`config.mk`:
```
export PLATFORM = sky130hd
export DESIGN_NAME = smb_regfile_slave
export DESIGN_NICKNAME = d
export VERILOG_FILES = /design/src/rtl/smb_slave_pkg.sv /design/src/rtl/smb_sync.sv /design/src/rtl/smb_cond_detect.sv /design/src/rtl/smb_regbank.sv /design/src/rtl/smb_regfile_slave.sv
export SDC_FILE = /design/constraint.sdc
export NUM_CORES = 1
export LEC_CHECK = 0
export ABC_CLOCK_PERIOD_IN_PS = 3790
export BUFFER_PORTS_ARGS = -buffer_cell sky130_fd_sc_hd__buf_2
export CORE_MARGIN = 4
export CORE_UTILIZATION = 63
export CTS_CLUSTER_DIAMETER = 60
export DETAILED_ROUTE_END_ITERATION = 7
export PLACE_DENSITY_LB_ADDON = 0.3
export SYNTH_ARGS = -nofsm -noshare
export SYNTH_HDL_FRONTEND = slang
export SYNTH_SLANG_ARGS = --single-unit
```
`constraint.sdc`:
```
create_clock -name clk -period 3.79 [get_ports clk]
set_input_delay 0.1895 -clock clk [delete_from_list [all_inputs] [get_ports clk]]
set_output_delay 0.1895 -clock clk [all_outputs]
set_load 0.05 [all_outputs]
```
`src/rtl/smb_slave_pkg.sv`:
```
package smb_slave_pkg;
   typedef enum logic [2:0] {
      ST_IDLE,
      ST_RX,
      ST_RXACK,
      ST_TX,
      ST_TXACK,
      ST_SKIP
   } smb_state_e;

   typedef enum logic [1:0] {
      FLD_ADDR,
      FLD_CMD,
      FLD_CNT,
      FLD_DATA
   } smb_field_e;

   localparam int unsigned IDX_W = 7;
endpackage

```
`src/rtl/smb_sync.sv`:
```
module smb_sync #(
   parameter int unsigned W      = 2,
   parameter int unsigned STAGES = 2
) (
   input  logic         clk,
   input  logic         rst_n,
   input  logic [W-1:0] d,
   output logic [W-1:0] q
);
   if (STAGES < 2) begin : g_bad_stages
      $error("smb_sync: STAGES must be at least 2");
   end

   for (genvar b = 0; b < W; b++) begin : g_bit
      logic [STAGES-1:0] chain;
      always_ff @(posedge clk or negedge rst_n) begin
         if (!rst_n) chain <= '1;
         else        chain <= {chain[STAGES-2:0], d[b]};
      end
      assign q[b] = chain[STAGES-1];
   end
endmodule

```
`src/rtl/smb_cond_detect.sv`:
```
module smb_cond_detect (
   input  logic clk,
   input  logic rst_n,
   input  logic scl_s,
   input  logic sda_s,
   output logic start_d,
   output logic stop_d,
   output logic scl_rise,
   output logic scl_fall
);
   logic scl_p, sda_p;

   always_ff @(posedge clk or negedge rst_n) begin
      if (!rst_n) begin
         scl_p <= 1'b1;
         sda_p <= 1'b1;
      end else begin
         scl_p <= scl_s;
         sda_p <= sda_s;
      end
   end

   assign start_d  = scl_p & scl_s & sda_p & ~sda_s;
   assign stop_d   = scl_p & scl_s & ~sda_p & sda_s;
   assign scl_rise = ~scl_p & scl_s;
   assign scl_fall = scl_p & ~scl_s;
endmodule

```
`src/rtl/smb_regbank.sv`:
```
module smb_regbank #(
   parameter int unsigned NREG     = 16,
   parameter int unsigned DW       = 8,
   parameter int unsigned IDXW     = 7,
   parameter logic [7:0]  DEF_STEP = 8'h11
) (
   input  logic               clk,
   input  logic               rst_n,
   input  logic               we,
   input  logic [IDXW-1:0]    waddr,
   input  logic [DW-1:0]      wdata,
   input  logic [IDXW-1:0]    raddr,
   output logic [DW-1:0]      rdata,
   output logic [NREG*DW-1:0] regs_flat
);
   logic [DW-1:0] mem [NREG];

   for (genvar i = 0; i < NREG; i++) begin : g_reg
      localparam logic [DW-1:0] RST_VAL = DW'((i * DEF_STEP) % 256);
      always_ff @(posedge clk or negedge rst_n) begin
         if (!rst_n)                         mem[i] <= RST_VAL;
         else if (we && waddr == IDXW'(i))   mem[i] <= wdata;
      end
      assign regs_flat[i*DW +: DW] = mem[i];
   end

   always_comb begin
      rdata = '0;
      for (int i = 0; i < NREG; i++)
         if (raddr == IDXW'(i)) rdata = mem[i];
   end
endmodule

```
`src/rtl/smb_regfile_slave.sv`:
```
module smb_regfile_slave
   import smb_slave_pkg::*;
#(
   parameter logic [6:0]  SLV_ADDR    = 7'h69,
   parameter int unsigned NREG        = 16,
   parameter int unsigned DW          = 8,
   parameter int unsigned SYNC_STAGES = 2,
   parameter logic [7:0]  DEF_STEP    = 8'h11
) (
   input  logic               clk,
   input  logic               rst_n,
   input  logic               scl_in,
   input  logic               sda_in,
   output logic               sda_oe,
   output logic [NREG*DW-1:0] regs_q
);
   localparam logic [7:0] CNT_BYTE = 8'(NREG);

   if (DW != 8) begin : g_bad_dw
      $error("smb_regfile_slave: DW must be 8");
   end
   if (NREG < 1 || NREG > 128) begin : g_bad_nreg
      $error("smb_regfile_slave: NREG must be 1..128");
   end

   logic scl_s, sda_s;
   logic start_d, stop_d, scl_rise, scl_fall;

   smb_sync #(.W(2), .STAGES(SYNC_STAGES)) u_sync (
      .clk(clk), .rst_n(rst_n), .d({scl_in, sda_in}), .q({scl_s, sda_s})
   );

   smb_cond_detect u_cond (
      .clk(clk), .rst_n(rst_n), .scl_s(scl_s), .sda_s(sda_s),
      .start_d(start_d), .stop_d(stop_d), .scl_rise(scl_rise), .scl_fall(scl_fall)
   );

   smb_state_e       state;
   smb_field_e       field;
   logic [3:0]       bitcnt;
   logic [7:0]       rx_sh, tx_sh, rem;
   logic [IDX_W-1:0] ptr;
   logic             blk, rd_pend, rd_first, nack;
   logic             byte_done, wr_en, tx_active, load_cnt;
   logic [DW-1:0]    rd_data;

   assign byte_done = (state == ST_RX) && scl_fall && (bitcnt == 4'd8);
   assign wr_en     = byte_done && (field == FLD_DATA) && (rem != 8'd0)
                      && !start_d && !stop_d;
   assign tx_active = (state == ST_TX);
   assign load_cnt  = blk && rd_first;
   assign sda_oe    = (state == ST_RXACK) || (tx_active && !tx_sh[7]);

   smb_regbank #(.NREG(NREG), .DW(DW), .IDXW(IDX_W), .DEF_STEP(DEF_STEP)) u_bank (
      .clk(clk), .rst_n(rst_n), .we(wr_en), .waddr(ptr), .wdata(rx_sh),
      .raddr(ptr), .rdata(rd_data), .regs_flat(regs_q)
   );

   always_ff @(posedge clk or negedge rst_n) begin
      if (!rst_n) begin
         state    <= ST_IDLE;
         field    <= FLD_ADDR;
         bitcnt   <= '0;
         rx_sh    <= '0;
         tx_sh    <= '1;
         rem      <= '0;
         ptr      <= '0;
         blk      <= 1'b0;
         rd_pend  <= 1'b0;
         rd_first <= 1'b0;
         nack     <= 1'b0;
      end else if (stop_d) begin
         state <= ST_IDLE;
      end else if (start_d) begin
         state  <= ST_RX;
         field  <= FLD_ADDR;
         bitcnt <= '0;
      end else begin
         unique case (state)
            ST_RX: begin
               if (scl_rise) begin
                  rx_sh  <= {rx_sh[6:0], sda_s};
                  bitcnt <= bitcnt + 4'd1;
               end else if (byte_done) begin
                  bitcnt  <= '0;
                  state   <= ST_RXACK;
                  rd_pend <= 1'b0;
                  unique case (field)
                     FLD_ADDR: begin
                        if (rx_sh[7:1] == SLV_ADDR) begin
                           rd_pend  <= rx_sh[0];
                           rd_first <= 1'b1;
                           field    <= FLD_CMD;
                        end else begin
                           state <= ST_SKIP;
                        end
                     end
                     FLD_CMD: begin
                        blk   <= ~rx_sh[7];
                        ptr   <= rx_sh[7] ? rx_sh[6:0] : '0;
                        rem   <= 8'd1;
                        field <= rx_sh[7] ? FLD_DATA : FLD_CNT;
                     end
                     FLD_CNT: begin
                        rem   <= rx_sh;
                        field <= FLD_DATA;
                     end
                     FLD_DATA: begin
                        if (rem != 8'd0) begin
                           rem <= rem - 8'd1;
                           ptr <= ptr + 1'b1;
                        end
                     end
                  endcase
               end
            end
            ST_RXACK, ST_TXACK: begin
               if (state == ST_TXACK && scl_rise) nack <= sda_s;
               if (scl_fall) begin
                  if ((state == ST_RXACK && !rd_pend) ) begin
                     state <= ST_RX;
                  end else if (state == ST_TXACK && nack) begin
                     state <= ST_SKIP;
                  end else begin
                     state  <= ST_TX;
                     bitcnt <= '0;
                     tx_sh  <= load_cnt ? CNT_BYTE : rd_data;
                     if (load_cnt) rd_first <= 1'b0;
                     else          ptr      <= ptr + 1'b1;
                  end
               end
            end
            ST_TX: begin
               if (scl_rise) bitcnt <= bitcnt + 4'd1;
               else if (scl_fall) begin
                  if (bitcnt == 4'd8) begin
                     state <= ST_TXACK;
                     tx_sh <= '1;
                  end else begin
                     tx_sh <= {tx_sh[6:0], 1'b1};
                  end
               end
            end
            default: ;
         endcase
      end
   end
endmodule

```
Word-level counts from Yosys, hierarchy flattened
Index checks and enable logic that the tools add are counted.
{"block": "op_classes", "add_sub_neg": 3, "mul": 0, "n_div": 0, "magnitude_cmp": 0, "eq_ne": 51, "shift": 0, "n_mux": 75, "bitwise": 15, "reduce_logical": 55}
{"op": "$mux W8", "count": 24}
{"op": "$eq A7 B4 Y1 const B", "count": 8}
{"op": "$mux W7", "count": 8}
{"op": "$mux W3", "count": 12}
{"op": "$eq A7 B3 Y1 const B", "count": 4}
{"op": "$mux W4", "count": 7}
{"op": "$pmux W7 S2", "count": 2}
{"op": "$logic_and A1 B1 Y1", "count": 27}
{"op": "$ne A4 B4 Y1 const B", "count": 6}
{"op": "$pmux W8 S3", "count": 1}
{"op": "$reduce_and A11 Y1", "count": 2}
{"op": "$reduce_and A7 Y1", "count": 3}
{"op": "$ne A2 B2 Y1 const B", "count": 10}
{"op": "$pmux W8 S2", "count": 1}
{"op": "$ne A3 B3 Y1 const B", "count": 5}
{"op": "$eq A7 B2 Y1 const B", "count": 2}
{"op": "$pmux W4 S3", "count": 1}
{"op": "$reduce_and A6 Y1", "count": 2}
{"op": "$mux W1", "count": 11}
{"op": "$mux W2", "count": 5}
{"op": "$pmux W3 S3", "count": 1}
{"op": "$not A1 Y1", "count": 8}
{"op": "$reduce_and A4 Y1", "count": 2}
{"op": "$reduce_and A8 Y1", "count": 1}
{"op": "other kinds (29)", "count": 46}
{"block": "word_totals", "regBits": 178, "latch_bits": 0, "ram_bits": 0, "romBits": 0, "inputBits": 4, "mem_count": 0}

Logic depth before layout (Yosys ltp)
Gate-level depths: netlist of run 1.
{"block": "depth", "word_depth": 22, "mapped_depth": 10}

By module
Synthesis of run 1 repeated with hierarchy kept, for this count alone.
{"block": "unflattened", "hier_cells": 811, "area_unflattened_um2": 9352.7}
{"module": "smb_regbank", "instances": 1, "cells_per_inst": 493, "area_per_inst_um2": 6387.4}
{"module": "smb_regfile_slave", "instances": 1, "cells_per_inst": 306, "area_per_inst_um2": 2757.6}
{"module": "smb_sync", "instances": 1, "cells_per_inst": 6, "area_per_inst_um2": 120.1}
{"module": "smb_cond_detect", "instances": 1, "cells_per_inst": 6, "area_per_inst_um2": 87.6}

Least setup slack after synthesis of run 1
Ideal clock, no wire load.
{"block": "synth_path", "path_type": "flip-flop to flip-flop", "startpoint": "register ptr[1]", "endpoint": "register tx_sh[2]", "setup_time_ns": 0.073, "t_arrival_ns": 2.287, "slack_ns": 1.430, "path_stages_with_launch": 11, "path_buffers": 2, "cell_sequence": "dfrtp_1 -> inv_1 -> ha_1 -> nor2b_1 -> clkbuf_1 -> clkbuf_1 -> nand3_1 -> a311o_1 -> a211oi_1 -> o221ai_1 -> a21oi_1"}
{"block": "synth_via", "elab_chain_len": 22}
{"item": "from (decl)", "line": "smb_regfile_slave.sv:42", "text": "logic [IDX_W-1:0] ptr;"}
{"item": "from (signal assigned)", "line": "smb_regfile_slave.sv:100", "text": "ptr <= rx_sh[7] ? rx_sh[6:0] : '0;"}
{"item": "from (signal assigned)", "line": "smb_regfile_slave.sv:111", "text": "ptr <= ptr + 1'b1;"}
{"item": "from (signal assigned)", "line": "smb_regfile_slave.sv:129", "text": "else ptr <= ptr + 1'b1;"}
{"item": "$logic_not A7 Y1", "line": "smb_regbank.sv:30", "text": "if (raddr == IDXW'(i)) rdata = mem[i];"}
{"item": "$mux W8 (15 in a row)", "line": "smb_regbank.sv:30"}
{"item": "$mux W8 *", "line": "smb_regbank.sv:30"}
{"item": "$mux W8 *", "line": "smb_regfile_slave.sv:127", "text": "tx_sh <= load_cnt ? CNT_BYTE : rd_data;"}
{"item": "$mux W8 *", "line": "smb_regfile_slave.sv:122", "text": "end else if (state == ST_TXACK && nack) begin"}
{"item": "$mux W8 *", "line": "smb_regfile_slave.sv:120", "text": "if ((state == ST_RXACK && !rd_pend) ) begin"}
{"item": "$mux W8 *", "line": "smb_regfile_slave.sv:119", "text": "if (scl_fall) begin"}
{"item": "$pmux W8 S2 *", "line": "smb_regfile_slave.sv:79", "text": "unique case (state)"}
{"item": "to (signal assigned)", "line": "smb_regfile_slave.sv:127"}
{"item": "to (signal assigned)", "line": "smb_regfile_slave.sv:140", "text": "tx_sh <= {tx_sh[6:0], 1'b1};"}
{"item": "to (decl)", "line": "smb_regfile_slave.sv:41", "text": "logic [7:0] rx_sh, tx_sh, rem;"}
Mark *: on every way between the ends. The rest lies on a longest branch, timed or not. The select of a mux whose other input is x is not followed.
A chain may end at the register's enable or synchronous reset.

Final worst setup path of run 1
{"block": "layout_path", "startpoint": "register u_cond.scl_p", "endpoint": "register u_bank.mem (netlist bit u_bank.regs_flat[94])"}
{"block": "layout_via", "elab_chain_len": 8}
{"item": "from (decl)", "line": "smb_cond_detect.sv:11", "text": "logic scl_p, sda_p;"}
{"item": "from (signal assigned)", "line": "smb_cond_detect.sv:18", "text": "scl_p <= scl_s;"}
{"item": "$and A1 B1 Y1", "line": "smb_cond_detect.sv:26", "text": "assign scl_fall = scl_p & ~scl_s;"}
{"item": "$logic_and A1 B1 Y1 (2 in a row)", "line": "smb_regfile_slave.sv:47", "text": "assign byte_done = (state == ST_RX) && scl_fall && (bitcnt == 4'd8);"}
{"item": "$logic_and A1 B1 Y1 (2 in a row)", "line": "smb_regfile_slave.sv:48", "text": "assign wr_en = byte_done && (field == FLD_DATA) && (rem != 8'd0)"}
{"item": "$logic_and A1 B1 Y1", "line": "smb_regfile_slave.sv:49", "text": "&& !start_d && !stop_d;"}
{"item": "$logic_and A1 B1 Y1 *", "line": "smb_regfile_slave.sv:49"}
{"item": "$logic_and A1 B1 Y1 *", "line": "smb_regbank.sv:22", "text": "else if (we && waddr == IDXW'(i)) mem[i] <= wdata;"}
{"item": "to (signal, indexed assignment)", "line": "smb_regbank.sv:22"}
{"item": "to (decl)", "line": "smb_regbank.sv:16", "text": "logic [DW-1:0] mem [NREG];"}
Mark *: on every way between the ends. The rest lies on a longest branch, timed or not.

==> results.py, run 1 <==
metrics = {
    "sta": {
        "grt_setup_unrepaired": "false",
        "post-route-min-period_ns": 3.16,
        "setup_viol": 0,
        "hold_ws_ns": 0.353,
        "finClkSkew_ns": 0.0131,
        "worstMarginPinSlew_ns": 1.16,
        "slew_headroom_pct": 22.1,
        "finalMaxSlewViolations": 0,
        "fmax_ghz": 0.317,
        "setup_tns_ns": 0,
        "finalHoldViolations": 0,
        "fin_crit_sh_pct": 83.3,
    },
    "logic_synthesis": {
        "post-synth-top-area-cell": "dfrtp_1",
        "syn_area_per_cell_um2": 11.7,
        "synth_edf_count": 0,
        "yosysSeqAreaShare_pct": 46.0,
        "ys_ff_latch": 178,
        "synth_compound_area_share_pct": 15.2,
        "synth_cell_types": 81,
        "synth_top_family_by_area": "multiplexers",
        "yosys.area.top_type_share_pct": 25.3,
        "synth_fa_ha_area_share_pct": 1.39,
        "postSynthCellCount": 850,
        "yosysWarningCount": 0,
        "synth_top_flop_cell": "dfrtp_1",
        "synth_mux_area_share_pct": 19.1,
        "syn_nets": 865,
        "synth_xor_area_share_pct": 0.177,
        "yosys-top-cells-area": "dfrtp_1 25%, dfstp_2 21%, mux2_4 12%",
        "synth_async_sr_flop_share_pct": 100,
        "synthSimpleGateAreaFrac_pct": 15.2,
        "netlist_area_mm2": 0.00991,
    },
    "place": {
        "portBuffers": 132,
        "hpwl_um": 19500,
        "gp_congestion": 1.00,
        "placed_area_mm2": 0.0107,
    },
    "global_routing": {
        "grt_first_pass_wirelength_um": 45100,
        "grt_overflow": 0,
        "grt_usage_pct": 32.6,
        "grt_max_degree": 103,
        "grt_pass1_vias": 7671,
        "antenna_found_initial": 0,
    },
    "floorplan": {
        "die_area_mm2": 0.0178,
        "die_width_um": 133,
        "design.core.area_mm2": 0.0153,
        "io_pins": 133,
        "chipHeight_um": 133,
        "rows": 45,
        "initial_utilization_pct": 64.7,
    },
    "clock_tree": {
        "cts_resized": 0,
        "cts_tree": "built",
        "path_clk_slew_ns": 0.07,
        "post_cts_buffers": 0,
        "clock_latency_ns": 0.44,
        "htreeDepth": 4,
        "cts_made_buffers": 17,
        "root_buffer": "clkbuf_16",
        "clock_path_buffers": 2,
        "clock_sinks": 178,
    },
    "detailed_routing": {
        "routed_wl_um": 28900,
        "routed-via-count": 7959,
        "first_iter_violations": 895,
        "wl_per_cell_um": 24.3,
        "vias_per_cell": 6.69,
        "route.detailed.drc": 0,
        "first_pass_iters": 6,
        "detail-route-antenna-nets": 0,
    },
    "setup_path": {
        "worstPathMaxFanout": 9,
        "rrSetupSlack_ns": 0.63,
        "cp_cell_sequence": "nor2b_1 > nand2_1 > nor2_2 > o311ai_4 > buf_4 > nor2_2 > mux2_2",
        "r2r_start": "u_cond.scl_p",
        "critPathCaptureType": "flip-flop",
        "worst_path_max_delay_cell": "dfstp_2",
        "startpoint_type": "flip-flop",
        "max_stage_delay_ns": 0.56,
        "cp_common_cell": "nor2_2",
        "critPathKind": "reg2reg",
        "r2r_cells": 7,
        "r2r_end": "u_bank.regs_flat[94]",
        "cp.arrival_ns": 3.48,
        "required_ns": 4.11,
    },
    "min_path": {
        "hp-start": "u_sync.g_bit[0].chain[0]",
        "min_path_cells": 0,
        "hold_path_class": "reg2reg",
        "hold_end": "u_sync.g_bit[0].chain[1]",
    },
    "power": {
        "powerDensity_mw_per_mm2": 351,
        "power_uw": 3990,
        "leakagePower_uw": 0.00538,
        "ir_worst_vdd_mv": 0.330,
    },
    "finish": {
        "post-route-util_pct": 74.1,
        "mostFrequentLayoutCell": "buf_2",
        "final_cell_area_mm2": 0.0113,
        "area_delta_synth_final_pct": 14.5,
        "layout.nets": 980,
        "drive_above_1_share_pct": 44.9,
        "layout_common_cells": "131 x buf_2, 100 x dfrtp_1, 80 x mux2_4, 78 x dfstp_2, 56 x mux2_2",
        "antennaDiodeCount": 0,
    },
    "run": {
        "drv_cap": 0,
    },
    "status": {
        "outcome": "finished, final reports clean",
    },
}
worst max path at each step:
stage,start,to,slack (ns),cells after the start
after floorplan,ptr[1],tx_sh[2],1.43,10
after global placement,u_cond.scl_p,u_bank.regs_flat[90],0.73,7
after detailed placement,u_cond.scl_p,u_bank.regs_flat[90],0.67,7
after CTS,u_cond.scl_p,u_bank.regs_flat[94],0.64,7
after global routing,u_cond.scl_p,u_bank.regs_flat[96],0.45,7
final,u_cond.scl_p,u_bank.regs_flat[94],0.63,7
layer usage:
layer / part of all wire [%] / global-route usage (%)
met1: 41 / 45.7
met4: 3.4 / 11.7
met5: 0 / 0
met3: 9.9 / 8.16
met2: 45 / 49.7
cells by family after synthesis:
group,after synthesis
compound gates,205
flops,178
mux,142
xor+xnor,2
buf+inv,66
simple gates,246
fa+ha+maj,11
sequential cells by signal, summed over array words and instances (netlist names):
signal / count
field: 2
u_cond.scl_p: 1
rx_sh: 8
state: 3
u_bank.regs_flat: 128
u_cond.sda_p: 1
ptr: 7
rd_first: 1
u_sync.g_bit.chain: 4
nack: 1
rem: 8
rd_pend: 1
bitcnt: 4
tx_sh: 8
blk: 1
cell type report:
cell class / count / area (um2)
sequential: 178 / 4550
tap: 211 / 264
fill: 1039 / 3970
timing repair buffer: 149 / 815
clock buffer: 21 / 460
inverter: 13 / 48.8
multi-input combinational: 606 / 5060
clock inverter: 11 / 144
timing repair:
item,4_1_cts,5_1_grt
hold buffers,3,0
endpoints found under the setup margin,0,0
hold endpoints to repair,50,0
critical path, delay by kind of cell (launching register included):
kind                   cells  cell delay [ns]
buffers and inverters      1             0.36
flip-flops                 1             0.56
multiplexers               1             0.40
AO/OA/AOI/OAI              1             0.39
AND/OR/NAND/NOR            4             1.32
where the power goes:
group | leakage [uW] | internal (uW) | switching [uW]
clock | 0.000290 | 1030 | 801
combinational | 0.00289 | 56.4 | 130
sequential | 0.00220 | 1920 | 51.4
cells in the mapped netlist (8+ instances only):
cell type / number
a211o_1: 8
a211oi_1: 8
a21oi_1: 35
a221o_1: 13
a22o_1: 8
a31oi_1: 9
buf_2: 12
clkbuf_1: 32
dfrtp_1: 100
dfstp_2: 78
ha_1: 11
inv_1: 12
mux2_2: 56
mux2_4: 80
nand2_1: 48
nand2b_1: 13
nand3_1: 34
nor2_1: 50
nor2_2: 8
nor2_8: 10
nor3_1: 16
o21ai_0: 40
o22ai_1: 13
through the flow:
| stage | setup slack, ns | instances |
|---|---|---|
| floorplan | 1.43 | 850 |
| global placement | 0.732 | 1154 |
| detailed placement | 0.669 | 1154 |
| CTS | 0.638 | 1189 |
| global route | 0.448 | 1189 |
| finish | 0.632 | 1189 |
No activity file was read; power rests on OpenSTA's default activity.
==> run 2, diff against run 1 <==
--- a/config.mk
+++ b/config.mk
@@ -5,10 +5,10 @@
 export SDC_FILE = /design/constraint.sdc
 export NUM_CORES = 1
 export LEC_CHECK = 0
-export ABC_CLOCK_PERIOD_IN_PS = 3790
+export ABC_CLOCK_PERIOD_IN_PS = 3000
 export BUFFER_PORTS_ARGS = -buffer_cell sky130_fd_sc_hd__buf_2
 export CORE_MARGIN = 4
-export CORE_UTILIZATION = 63
+export CORE_UTILIZATION = 58
 export CTS_CLUSTER_DIAMETER = 60
 export DETAILED_ROUTE_END_ITERATION = 7
 export PLACE_DENSITY_LB_ADDON = 0.3
==> constraint.sdc (replaced) <==
create_clock -name clk -period 3 [get_ports clk]
set_input_delay 0.15 -clock clk [delete_from_list [all_inputs] [get_ports clk]]
set_output_delay 0.15 -clock clk [all_outputs]
set_load 0.05 [all_outputs]
==> run 2 against run 1 <==
The flow now finishes with violations (setup timing). Total power grew 24%. Clock power rose by 20%. Global-route usage is 1.5 points lower. Critical path depth unchanged. Utilization fell by 4.5 points. Largest cell class unchanged.
==> results.py, run 2 (synthesized netlist as in run 1, its figures left out) <==
metrics = {
    "status": {
        "outcome": "finished, violations left",
        "violations": "setup timing",
    },
    "clock_tree": {
        "cts_made_buffers": 17,
        "root_buffer": "clkbuf_16",
        "cts_tree": "built",
        "htreeDepth": 4,
        "clock_sinks": 178,
        "clock_latency_ns": 0.44,
        "clock_path_buffers": 2,
        "path_clk_slew_ns": 0.07,
    },
    "setup_path": {
        "critPathCaptureType": "flip-flop",
        "critPathLaunch": "ptr[5]",
        "required_ns": 3.34,
        "r2r_end": "tx_sh[7]",
        "r2r_start": "ptr[5]",
        "rrSetupSlack_ns": -0.005,
        "worstPathMaxFanout": 11,
        "cp.arrival_ns": 3.35,
        "r2r_cells": 7,
        "startpoint_type": "flip-flop",
        "critPathKind": "reg2reg",
    },
    "finish": {
        "drive_above_1_share_pct": 46.8,
        "largest_reg_flops": 128,
        "layout.nets": 1012,
        "layout_common_cells": "131 x buf_2, 100 x dfrtp_1, 80 x mux2_4, 78 x dfstp_2, 56 x mux2_2",
        "stdcell_count": 1230,
        "post-route-util_pct": 69.5,
        "antennaDiodeCount": 0,
        "mostFrequentLayoutCell": "buf_2",
        "area_delta_synth_final_pct": 16.8,
    },
    "global_routing": {
        "antenna_found_initial": 0,
        "grt_max_degree": 81,
        "grt_overflow": 0,
        "grt_pass1_vias": 7993,
        "grt_first_pass_wirelength_um": 47100,
        "grt_usage_pct": 31.1,
    },
    "sta": {
        "finalHoldViolations": 0,
        "finalMaxSlewViolations": 0,
        "worst_slack_ns": -0.00530,
        "fin_crit_sh_pct": 100,
        "setup_viol": 1,
        "post-route-min-period_ns": 3.01,
        "hold_ws_ns": 0.316,
        "finClkSkew_ns": 0.0119,
        "worstMarginPinSlew_ns": 0.827,
        "grt_setup_unrepaired": "false",
        "fmax_ghz": 0.333,
        "slew_headroom_pct": 44.7,
    },
    "place": {
        "gp_congestion": 1.02,
        "portBuffers": 132,
        "hpwl_um": 21000,
        "dp_cells": 1195,
    },
    "power": {
        "leakagePower_uw": 0.00554,
        "powerDensity_mw_per_mm2": 426,
        "power_uw": 4930,
        "ir_worst_vdd_mv": 0.414,
    },
    "min_path": {
        "hold_path_class": "in2async",
    },
    "floorplan": {
        "io_pins": 133,
        "die_area_mm2": 0.0192,
        "rows": 47,
        "initial_utilization_pct": 59.5,
        "chipHeight_um": 139,
        "design.core.area_mm2": 0.0166,
        "die_width_um": 139,
    },
    "detailed_routing": {
        "detail-route-antenna-nets": 0,
        "first_iter_violations": 912,
        "route.detailed.drc": 0,
        "wl_per_cell_um": 24.1,
        "routed_wl_um": 29700,
        "vias_per_cell": 6.64,
        "routed-via-count": 8173,
        "first_pass_iters": 6,
    },
    "run": {
        "drv_cap": 0,
    },
}
-- run 2: changes by cell type in the layout (fill, tap and decap cells not counted), sizes merged --
cell and delta:
clkbuf -3, bufinv -2, inv +3, buf +32, clkinv +4, clkinvlp -2
-- run 2: repair_timing --
action,4_1_cts,5_1_grt
gates resized for setup,0,1
endpoints found under the hold margin,44,0
setup endpoints to repair,0,2
buffers inserted,0,0
hold buffers,3,0
-- run 2: final cells by class --
type	count	area [um2]
Fill cell	1216	5070
Multi-Input combinational cell	606	5060
Clock buffer	18	429
Clock inverter	14	139
Sequential cell	178	4550
Tap cell	220	275
Timing Repair Buffer	181	1070
Inverter	13	48.8
-- run 2: routing by layer --
| metal | GRT usage (%) | part of all wire (%) | up-vias |
|---|---|---|---|
| met5 | 0 | 0 | - |
| met4 | 9.63 | 2.7 | 0 |
| met2 | 46.0 | 44 | 517 |
| met1 | 45.8 | 43 | 4060 |
| met3 | 7.28 | 11 | 82 |
| li1 | - | - | 3514 |
-- run 2: worst max path at each step --
| stage | endpoint | slack (ns) | cells after the start |
|---|---|---|---|
| after floorplan | tx_sh[2] | 0.64 | 10 |
| after global placement | tx_sh[7] | 0.24 | 8 |
| after detailed placement | tx_sh[7] | 0.23 | 7 |
| after CTS | tx_sh[7] | 0.19 | 9 |
| after global routing | tx_sh[3] | 0.02 | 7 |
| final | tx_sh[7] | -0.005 | 7 |
-- run 2: through the flow --
stage               area [um2]  setup WS, ns  TNS (ns)
global route             11600        0.0187         0
global placement         11000         0.235         0
CTS                      11600         0.186         0
floorplan                 9910         0.640         0
detailed placement       11000         0.230         0
finish                   11600      -0.00530  -0.00530
-- run 2: report_power, final --
part	switching [uW]	internal (uW)
combinational	196	84.9
clock	1080	1110
sequential	33.3	2430
total	1310	3620
-- run 2: worst max-delay path, stage by stage, from the launching register on --
cell,delay (ns)
dfrtp_1,0.55
nor4_4,0.54
buf_4,0.28
a211oi_1,0.14
a221oi_1,0.69
a2111oi_2,0.16
nor3_1,0.44
o41ai_2,0.11
==> run 3, diff against run 2 <==
--- a/config.mk
+++ b/config.mk
@@ -12,6 +12,9 @@
 export CTS_CLUSTER_DIAMETER = 60
 export DETAILED_ROUTE_END_ITERATION = 7
 export PLACE_DENSITY_LB_ADDON = 0.3
+export RECOVER_POWER = 50
+export REMOVE_ABC_BUFFERS = 1
 export SYNTH_ARGS = -nofsm -noshare
 export SYNTH_HDL_FRONTEND = slang
 export SYNTH_SLANG_ARGS = --single-unit
+export TNS_END_PERCENT = 20
==> run 3 against run 2 <==
The flow finishes with violations (capacitance limit, slew limit). First-iteration DRC count is 3.1% higher. Sequential power hardly changed. Global-route usage is 0.67 points lower. Final cell count is 0.57% lower. Critical path depth is 2 higher. Critical path type unchanged.
==> results.py, run 3 (synthesized netlist as in run 1, its figures left out) <==
metrics = {
    "status": {
        "outcome": "finished, violations left",
        "violations": "capacitance limit, slew limit",
    },
    "finish": {
        "layout.nets": 1005,
        "drive_above_1_share_pct": 39.9,
        "mostFrequentLayoutCell": "dfrtp_1",
        "antennaDiodeCount": 0,
        "final_cell_area_mm2": 0.0115,
        "area_delta_synth_final_pct": 16.1,
        "largest_reg_flops": 128,
        "layout_common_cells": "100 x dfrtp_1, 80 x mux2_4, 76 x dfstp_2, 69 x buf_2, 64 x clkbuf_1",
    },
    "min_path": {
        "hold_path_class": "in2reg",
        "hold_end": "u_sync.g_bit[0].chain[0]",
        "hp-start": "sda_in",
        "min_path_cells": 2,
    },
    "detailed_routing": {
        "detail-route-antenna-nets": 0,
        "first_pass_iters": 7,
        "wl_per_cell_um": 23.9,
        "first_iter_violations": 940,
        "vias_per_cell": 6.64,
        "routed-via-count": 8123,
        "routed_wl_um": 29300,
        "route.detailed.drc": 0,
    },
    "global_routing": {
        "grt_usage_pct": 30.4,
        "antenna_found_initial": 0,
        "grt_overflow": 0,
        "grt_max_degree": 75,
        "grt_pass1_vias": 8059,
        "grt_first_pass_wirelength_um": 46400,
    },
    "setup_path": {
        "cp_cell_sequence": "inv_1 > ha_1 > and3b_1 > nand2_1 > nor2_2 > o311ai_4 > buf_4 > nor2_2 > mux2_2",
        "critPathKind": "reg2reg",
        "max_stage_delay_ns": 0.40,
        "crit_buf_inv": 2,
        "worst_path_max_delay_cell": "dfrtp_1",
        "startpoint_type": "flip-flop",
        "critPathCaptureType": "flip-flop",
        "worst-path-stages": 9,
        "cp_common_cell": "nor2_2",
        "r2r_start": "bitcnt[0]",
        "crit_family": "simple AND/OR/NAND/NOR gates",
        "worstPathMaxFanout": 8,
        "rrSetupSlack_ns": 0.16,
        "cp.arrival_ns": 3.15,
        "required_ns": 3.32,
        "r2r_end": "u_bank.regs_flat[66]",
        "r2r_cells": 9,
    },
    "sta": {
        "finClkSkew_ns": 0.0113,
        "setup_viol": 0,
        "finalMaxSlewViolations": 74,
        "worstMarginPinSlew_ns": 1.92,
        "slew_headroom_pct": -28.1,
        "finalHoldViolations": 0,
        "fin_crit_sh_pct": 94.5,
        "post-route-min-period_ns": 2.84,
        "fmax_ghz": 0.353,
        "grt_setup_unrepaired": "false",
    },
    "power": {
        "ir_worst_vdd_mv": 0.407,
        "powerDensity_mw_per_mm2": 448,
        "power_uw": 5160,
        "leakagePower_uw": 0.00525,
    },
    "place": {
        "gp_congestion": 0.991,
        "hpwl_um": 20600,
        "placed_area_mm2": 0.0109,
        "portBuffers": 132,
    },
    "clock_tree": {
        "clock_path_buffers": 2,
        "post_cts_buffers": 0,
        "path_clk_slew_ns": 0.07,
        "cts_made_buffers": 17,
        "htreeDepth": 4,
        "clock_latency_ns": 0.44,
        "root_buffer": "clkbuf_16",
        "clock_sinks": 178,
        "cts_resized": 0,
        "cts_tree": "built",
    },
    "floorplan": {
        "chipHeight_um": 139,
        "initial_utilization_pct": 59.5,
        "rows": 47,
        "die_width_um": 139,
        "io_pins": 133,
        "die_area_mm2": 0.0192,
        "design.core.area_mm2": 0.0166,
    },
    "run": {
        "drv_cap": 1,
    },
}
[run 3: cell types whose count changed in the layout (fill, tap and decap cells not counted), moves of 3 or more]
cell	delta
clkinv_4	-3
buf_4	-9
clkbuf_1	+63
buf_2	-62
inv_8	-4
bufinv_16	+4
[run 3: routing by layer]
layer / track usage (%) / wire length [um]
met5: 0 / 0
met4: 13.3 / 1260
met3: 6.93 / 2590
met2: 48.0 / 13500
met1: 40.6 / 11900
[run 3: worst max path at each step]
| stage | from | end | slack [ns] |
|---|---|---|---|
| after global routing | bitcnt[0] | u_bank.regs_flat[66] | 0.06 |
| after global placement | rem[3] | u_bank.regs_flat[30] | 0.32 |
| after CTS | bitcnt[0] | u_bank.regs_flat[66] | 0.21 |
| final | bitcnt[0] | u_bank.regs_flat[66] | 0.16 |
| after floorplan | rem[3] | u_bank.regs_flat[100] | -0.43 |
| after detailed placement | bitcnt[0] | u_bank.regs_flat[68] | 0.24 |
[run 3: stage by stage]
step | std cells | setup TNS (ns) | utilization, % | setup slack [ns] | hold slack, ns
CTS | 1223 | 0 | 69.6 | 0.214 | 0.323
finish | 1223 | 0 | 69.1 | 0.165 | 0.359
global placement | 1188 | 0 | 65.6 | 0.320 | 0.210
global route | 1223 | 0 | 69.1 | 0.0640 | 0.365
detailed placement | 1188 | 0 | 65.6 | 0.242 | 0.213
floorplan | 797 | -39.42 | - | -0.434 | -0.146
[run 3: worst reg2reg max path: stages, from the launching register on]
cell      delay (ns)
dfrtp_1         0.40
inv_1           0.10
ha_1            0.16
and3b_1         0.26
nand2_1         0.18
nor2_2          0.27
o311ai_4        0.31
buf_4           0.29
nor2_2          0.36
mux2_2          0.39
[run 3: cell type report]
type | instances | area [um2]
Clock buffer | 19 | 443
Clock inverter | 13 | 194
Fill cell | 1252 | 5140
Inverter | 13 | 48.8
Multi-Input combinational cell | 606 | 5060
Sequential cell | 178 | 4550
Tap cell | 220 | 275
Timing Repair Buffer | 174 | 925
[run 3: repair_timing]
item / CTS / global route
hold buffers: 3 / 0
endpoints found under the hold margin: 43 / 0
endpoints found under the setup margin: 0 / 0
[run 3: where the power goes]
part	leakage (uW)	internal [uW]	switching, uW
sequential	0.00220	2430	31.6
combinational	0.00274	81.8	195
clock	0.000315	1440	986
